<file path="config.mk">
export PLATFORM = sky130hd
export DESIGN_NAME = tree_ser16
export DESIGN_NICKNAME = d
export VERILOG_FILES = /design/src/rtl/ser_pkg.sv /design/src/rtl/ser_rst_sync.sv /design/src/rtl/ser_phase_track.sv /design/src/rtl/ser_word_cap.sv /design/src/rtl/ser_mux_tree.sv /design/src/rtl/tree_ser16.sv
export SDC_FILE = /design/constraint.sdc
export NUM_CORES = 1
export LEC_CHECK = 0
export ABC_CLOCK_PERIOD_IN_PS = 1000
export CORE_UTILIZATION = 48
export CTS_CLUSTER_DIAMETER = 100
export DETAILED_ROUTE_END_ITERATION = 10
export GPL_TIMING_DRIVEN = 0
export HOLD_SLACK_MARGIN = 0.05
export PLACE_DENSITY = 0.78
export SLEW_MARGIN = 20
export SYNTH_ARGS = -nofsm -noshare
export SYNTH_HDL_FRONTEND = slang
export SYNTH_HIERARCHICAL = 1
export SYNTH_SLANG_ARGS = --single-unit
</file>
<file path="constraint.sdc">
create_clock -name clk -period 1 [get_ports clk]
set_input_delay 0.15 -clock clk [delete_from_list [all_inputs] [get_ports clk]]
set_output_delay 0.15 -clock clk [all_outputs]
set_load 0.01 [all_outputs]
</file>
<file path="src/rtl/ser_pkg.sv">
package ser_pkg;

  // Which end of the parallel word is serialized first.
  typedef enum logic {
    ORD_LOW_FIRST  = 1'b0,
    ORD_HIGH_FIRST = 1'b1
  } ser_order_e;

endpackage

</file>
<file path="src/rtl/ser_rst_sync.sv">
module ser_rst_sync #(
  parameter int STAGES = 2
) (
  input  logic clk,
  input  logic arst_n,
  output logic srst_n
);

  logic [STAGES-1:0] sync_q;
  logic [STAGES-1:0] sync_d;

  always_comb begin
    sync_d = {sync_q[STAGES-2:0], 1'b1};
  end

  always_ff @(posedge clk or negedge arst_n) begin
    if (!arst_n) begin
      sync_q <= '0;
    end else begin
      sync_q <= sync_d;
    end
  end

  assign srst_n = sync_q[STAGES-1];

endmodule

</file>
<file path="src/rtl/ser_phase_track.sv">
// Retimes the divided clock levels into the full-rate domain. The registered
// copy drives the tree selects, and the top bit marks word boundaries.
module ser_phase_track #(
  parameter int LEVELS = 4
) (
  input  logic              clk,
  input  logic              rst_n,
  input  logic [LEVELS-1:0] div_i,
  output logic [LEVELS-1:0] sel_o,
  output logic              bound_o
);

  logic [LEVELS-1:0] ph_q;
  logic [LEVELS-1:0] ph_d;

  always_comb begin
    ph_d = div_i;
  end

  always_ff @(posedge clk or negedge rst_n) begin
    if (!rst_n) begin
      ph_q <= '0;
    end else begin
      ph_q <= ph_d;
    end
  end

  assign sel_o   = ph_q;
  // Falling edge of the slowest divided clock.
  assign bound_o = ph_q[LEVELS-1] & ~div_i[LEVELS-1];

endmodule

</file>
<file path="src/rtl/ser_word_cap.sv">
// Captures one word per boundary and applies the bit order at capture time.
module ser_word_cap
  import ser_pkg::*;
#(
  parameter int WIDTH = 16
) (
  input  logic             clk,
  input  logic             rst_n,
  input  logic             load_i,
  input  ser_order_e       order_i,
  input  logic [WIDTH-1:0] word_i,
  output logic [WIDTH-1:0] word_o
);

  logic [WIDTH-1:0] rev_w;
  logic [WIDTH-1:0] cap_q;
  logic [WIDTH-1:0] cap_d;

  for (genvar i = 0; i < WIDTH; i++) begin : g_rev
    assign rev_w[i] = word_i[WIDTH-1-i];
  end

  always_comb begin
    cap_d = cap_q;
    if (load_i) begin
      cap_d = (order_i == ORD_HIGH_FIRST) ? rev_w : word_i;
    end
  end

  always_ff @(posedge clk or negedge rst_n) begin
    if (!rst_n) begin
      cap_q <= '0;
    end else begin
      cap_q <= cap_d;
    end
  end

  assign word_o = cap_q;

endmodule

</file>
<file path="src/rtl/ser_mux_tree.sv">
// Binary tree of 2:1 selectors held in heap order. Node 1 is the root and
// leaves sit at WIDTH+i. A node at depth d is steered by sel_i[LEVELS-1-d],
// so the deepest level uses the fastest divided clock.
module ser_mux_tree #(
  parameter int LEVELS = 4
) (
  input  logic [(1<<LEVELS)-1:0] word_i,
  input  logic [LEVELS-1:0]      sel_i,
  output logic                   bit_o
);

  localparam int WIDTH = 1 << LEVELS;

  logic [2*WIDTH-1:1] node;

  for (genvar i = 0; i < WIDTH; i++) begin : g_leaf
    assign node[WIDTH+i] = word_i[i];
  end

  for (genvar k = 1; k < WIDTH; k++) begin : g_node
    localparam int DEPTH = $clog2(k + 1) - 1;
    assign node[k] = sel_i[LEVELS-1-DEPTH] ? node[2*k+1] : node[2*k];
  end

  assign bit_o = node[1];

endmodule

</file>
<file path="src/rtl/tree_ser16.sv">
module tree_ser16
  import ser_pkg::*;
#(
  parameter int LEVELS      = 4,
  parameter int SYNC_STAGES = 2
) (
  input  logic                   clk,
  input  logic                   rst_n,
  input  logic [(1<<LEVELS)-1:0] par_word_i,
  input  logic                   high_first_i,
  input  logic [LEVELS-1:0]      div_clk_i,
  input  logic                   fwd_off_i,
  output logic                   ser_o,
  output logic                   fclk_o
);

  localparam int WIDTH = 1 << LEVELS;

  logic              rst_sync_n;
  logic [LEVELS-1:0] sel_w;
  logic              bound_w;
  logic [WIDTH-1:0]  word_w;
  logic              tree_bit_w;
  logic              ser_q;
  logic              ser_d;
  logic              fwd_en;

  ser_rst_sync #(.STAGES(SYNC_STAGES)) u_rst (
    .clk    (clk),
    .arst_n (rst_n),
    .srst_n (rst_sync_n)
  );

  ser_phase_track #(.LEVELS(LEVELS)) u_phase (
    .clk     (clk),
    .rst_n   (rst_sync_n),
    .div_i   (div_clk_i),
    .sel_o   (sel_w),
    .bound_o (bound_w)
  );

  ser_word_cap #(.WIDTH(WIDTH)) u_cap (
    .clk     (clk),
    .rst_n   (rst_sync_n),
    .load_i  (bound_w),
    .order_i (ser_order_e'(high_first_i)),
    .word_i  (par_word_i),
    .word_o  (word_w)
  );

  ser_mux_tree #(.LEVELS(LEVELS)) u_tree (
    .word_i (word_w),
    .sel_i  (sel_w),
    .bit_o  (tree_bit_w)
  );

  always_comb begin
    ser_d = tree_bit_w;
  end

  always_ff @(posedge clk or negedge rst_sync_n) begin
    if (!rst_sync_n) begin
      ser_q <= 1'b0;
    end else begin
      ser_q <= ser_d;
    end
  end

  assign ser_o  = ser_q;
  assign fwd_en = ~fwd_off_i;
  assign fclk_o = clk & fwd_en;

endmodule

</file>
==> results.py <==
metrics = {
    "sta": {
        "finalHoldViolCount": 0,
        "setup_viol": 18,
        "worst_slack_ns": -0.401,
        "finalCritPeriodShare": 1.40,
        "slew_viol_final": 0,
        "skew_ns": 0.00853,
        "fmax_ghz": 0.714,
        "fin_crit_ns": 1.40,
        "whs_ns": 0.0837,
        "rsz0062_at_grt": "true",
    },
    "critical_path": {
        "arrival_ns": 1.73,
        "critPathCaptureType": "flop",
        "crit_type": "reg -> reg",
        "crit_path_top_delay_cell": "mux4_2",
        "crit_chain": "mux4_2, mux2i_1, mux2i_1",
        "cp_common_cell": "mux2i_1",
        "crit_path_max_fanout": 4,
        "start_kind": "flop",
        "cpPeakStageDelay_ns": 0.55,
        "required_ns": 1.33,
    },
    "clock_network": {
        "clkSlewWorstSetupHoldPaths_ns": 0.13,
        "cts_tree": "yes",
        "clk-insertion-delay-late_ns": 0.44,
    },
    "pwr": {
        "leakage_nw": 0.665,
        "powerDensity_nw_per_um2": 1490,
        "peakVddDrop_uv": 1370,
        "total_power_w": 0.00240,
    },
    "synth": {
        "ys_seq_area_frac": 0.529,
        "yosysTopAreaCell": "dfrtp_1",
        "yosysMostFrequentCell": "dfrtp_1",
        "syn-num-nets": 110,
        "ys_types": 11,
        "syn_area_per_cell_um2": 12.6,
        "synthesis.area_um2": 1090,
        "synth_ff_type": "dfrtp_1",
        "yosysWarnings": 6,
        "synth_async_sr_flop_share": 1.00,
        "synth_seq_cells": 23,
        "yosys-top-cells-count": "23 x dfrtp_1, 19 x mux2i_1, 16 x a21oi_1, 16 x nor2_1, 4 x mux4_1",
        "yosysTopAreaCellShare": 0.529,
        "synth_edf_count": 0,
        "synthTopCellsByArea": "dfrtp_1 53%, mux2i_1 17%, mux4_1 9.7%",
        "synth_cells": 86,
    },
    "floorplanning": {
        "core_area_um2": 2040,
        "io_pins": 26,
        "die_x_um": 49.6,
        "start_util": 0.532,
        "die_area_um2": 2460,
        "row_count": 16,
        "dieHeight_um": 49.6,
    },
    "route": {
        "first_pass_iters": 4,
        "wl_mm": 2.74,
        "vias": 854,
        "antenna_left": 0,
        "viasPerCell": 5.73,
        "post_drt_wl_per_cell_um": 18.4,
        "drtIter0Drc": 18,
        "drc": 0,
    },
    "place": {
        "finalWeightedCongestion": 0.783,
        "io_buffers": 24,
        "place_area_um2": 1350,
        "dp_hpwl_mm": 1.56,
        "dp.cells": 137,
    },
    "cells_and_area": {
        "fin_nets": 147,
        "fin_util": 0.790,
        "regArea_um2": 578,
        "fin_cells": 149,
        "area_growth_pct": 48.3,
        "multiInputGateArea_um2": 589,
        "drive_gt1_frac": 0.434,
        "diodes": 0,
        "stdcell_area_um2": 1610,
        "fillers": 133,
    },
    "global_route": {
        "antenna_found_initial": 0,
        "grt_pass1_vias": 835,
        "grt_pass1_wl_mm": 3.80,
        "grtUsageTotal": 0.216,
        "grt_max_degree": 22,
        "overflow": 0,
    },
    "job": {
        "cap_viol_max_count": 0,
    },
    "outcome": {
        "violations": "negative setup slack",
        "status": "finished with violations",
    },
    "min_path": {
        "hp-class": "in -> reg",
    },
}
metrics by stage:
| stage | worst slack, ns | TNS [ns] |
|---|---|---|
| after floorplan | -0.224 | -0.224 |
| after global placement | -0.367 | -4.75 |
| after detailed placement | -0.370 | -5.45 |
| after CTS | -0.396 | -0.604 |
| after global routing | -0.458 | -2.42 |
| final | -0.401 | -1.51 |
cells in the final DEF (no fill, tap or decap):
cell,instances
buf_12,1
nor2_4,11
clkdlybuf4s50_1,21
buf_4,2
dlygate4sd3_1,1
dlygate4sd2_1,1
conb_1,1
dfrtp_2,2
clkbuf_8,1
buf_2,2
mux4_2,4
a21oi_1,4
clkinvlp_4,1
buf_6,5
nor2_2,4
nor2b_4,2
clkbuf_4,4
dfrtp_1,21
mux2i_1,19
nor2_1,1
buf_8,2
a21oi_2,12
cell families (layout without fill, tap and decap cells):
logic type / after synthesis / in the layout / synth area share
and+or+nand+nor: 18 / 18 / 0.0806
AOI/OAI and AO/OA: 16 / 16 / 0.0737
other: 1 / 1 / 0.00345
buffers and inverters: 5 / 41 / 0.0414
DFF: 23 / 23 / 0.529
muxes: 23 / 23 / 0.272
critical path, delay by kind of cell, from the launching register on:
| kind | cells | cell delay [ns] |
|---|---|---|
| multiplexers | 3 | 0.81 |
| flip-flops | 1 | 0.47 |
state kept, by name, summed over array words and instances (netlist names):
name           cells
u_phase/sel_o      4
u_rst/sync_q       2
ser_o              1
u_cap/word_o      16
routing by layer:
metal / part of all wire / up-vias / wire length, um / track usage
met5: 0 / - / 0 / 0
met2: 0.55 / 33 / 1510 / 0.345
li1: - / 377 / - / -
met3: 0.041 / 6 / 113 / 0.0895
met4: 0.016 / 0 / 44 / 0.114
met1: 0.39 / 438 / 1080 / 0.244
worst paths after layout:
| path | startpoint | slack (ns) | end | depth (start not counted) |
|---|---|---|---|---|
| worst max-delay path | u_phase/sel_o[0]$_DFF_PN0_ | -0.40 | ser_o$_DFF_PN0_ | 3 |
| worst min-delay path | high_first_i | 0.08 | u_cap/word_o[14]$_DFFE_PN0P_ | 3 |
| worst max register to register | u_phase/sel_o[0]$_DFF_PN0_ | -0.40 | ser_o$_DFF_PN0_ | 3 |
| worst min register to register | u_rst/sync_q[1]$_DFF_PN0_ | 0.23 | u_cap/word_o[6]$_DFFE_PN0P_ | 0 |
| max in group asynchronous | u_rst/sync_q[1]$_DFF_PN0_ | 0.44 | u_phase/sel_o[0]$_DFF_PN0_ | 0 |
| min in group asynchronous | u_rst/sync_q[1]$_DFF_PN0_ | 0.23 | u_cap/word_o[6]$_DFFE_PN0P_ | 0 |
where the power goes:
part | internal, W | leakage [nW] | switching, W
Sequential | 0.00104 | 0.255 | 0.000122
Clock | 0.000365 | 0.0391 | 0.000343
Combinational | 0.000311 | 0.371 | 0.000219
Total | 0.00172 | 0.665 | 0.000684
final cells by class:
type                       instances  area share
buffer                             5      0.0450
multi-input combinational         58       0.365
clock buffer                       6      0.0341
tap                               27      0.0209
clock inverter                     1     0.00465
timing repair buffer              29       0.171
sequential                        23       0.358
what timing repair did:
item / in CTS / in global routing
hold endpoints to repair: 2 / 0
pin swaps: 0 / 13
hold buffers: 1 / 0
buffers inserted: 2 / 1
gates cloned: 0 / 2
endpoints found under the setup margin: 20 / 39
resized for setup: 16 / 47
(Power assumes the default switching activity.)
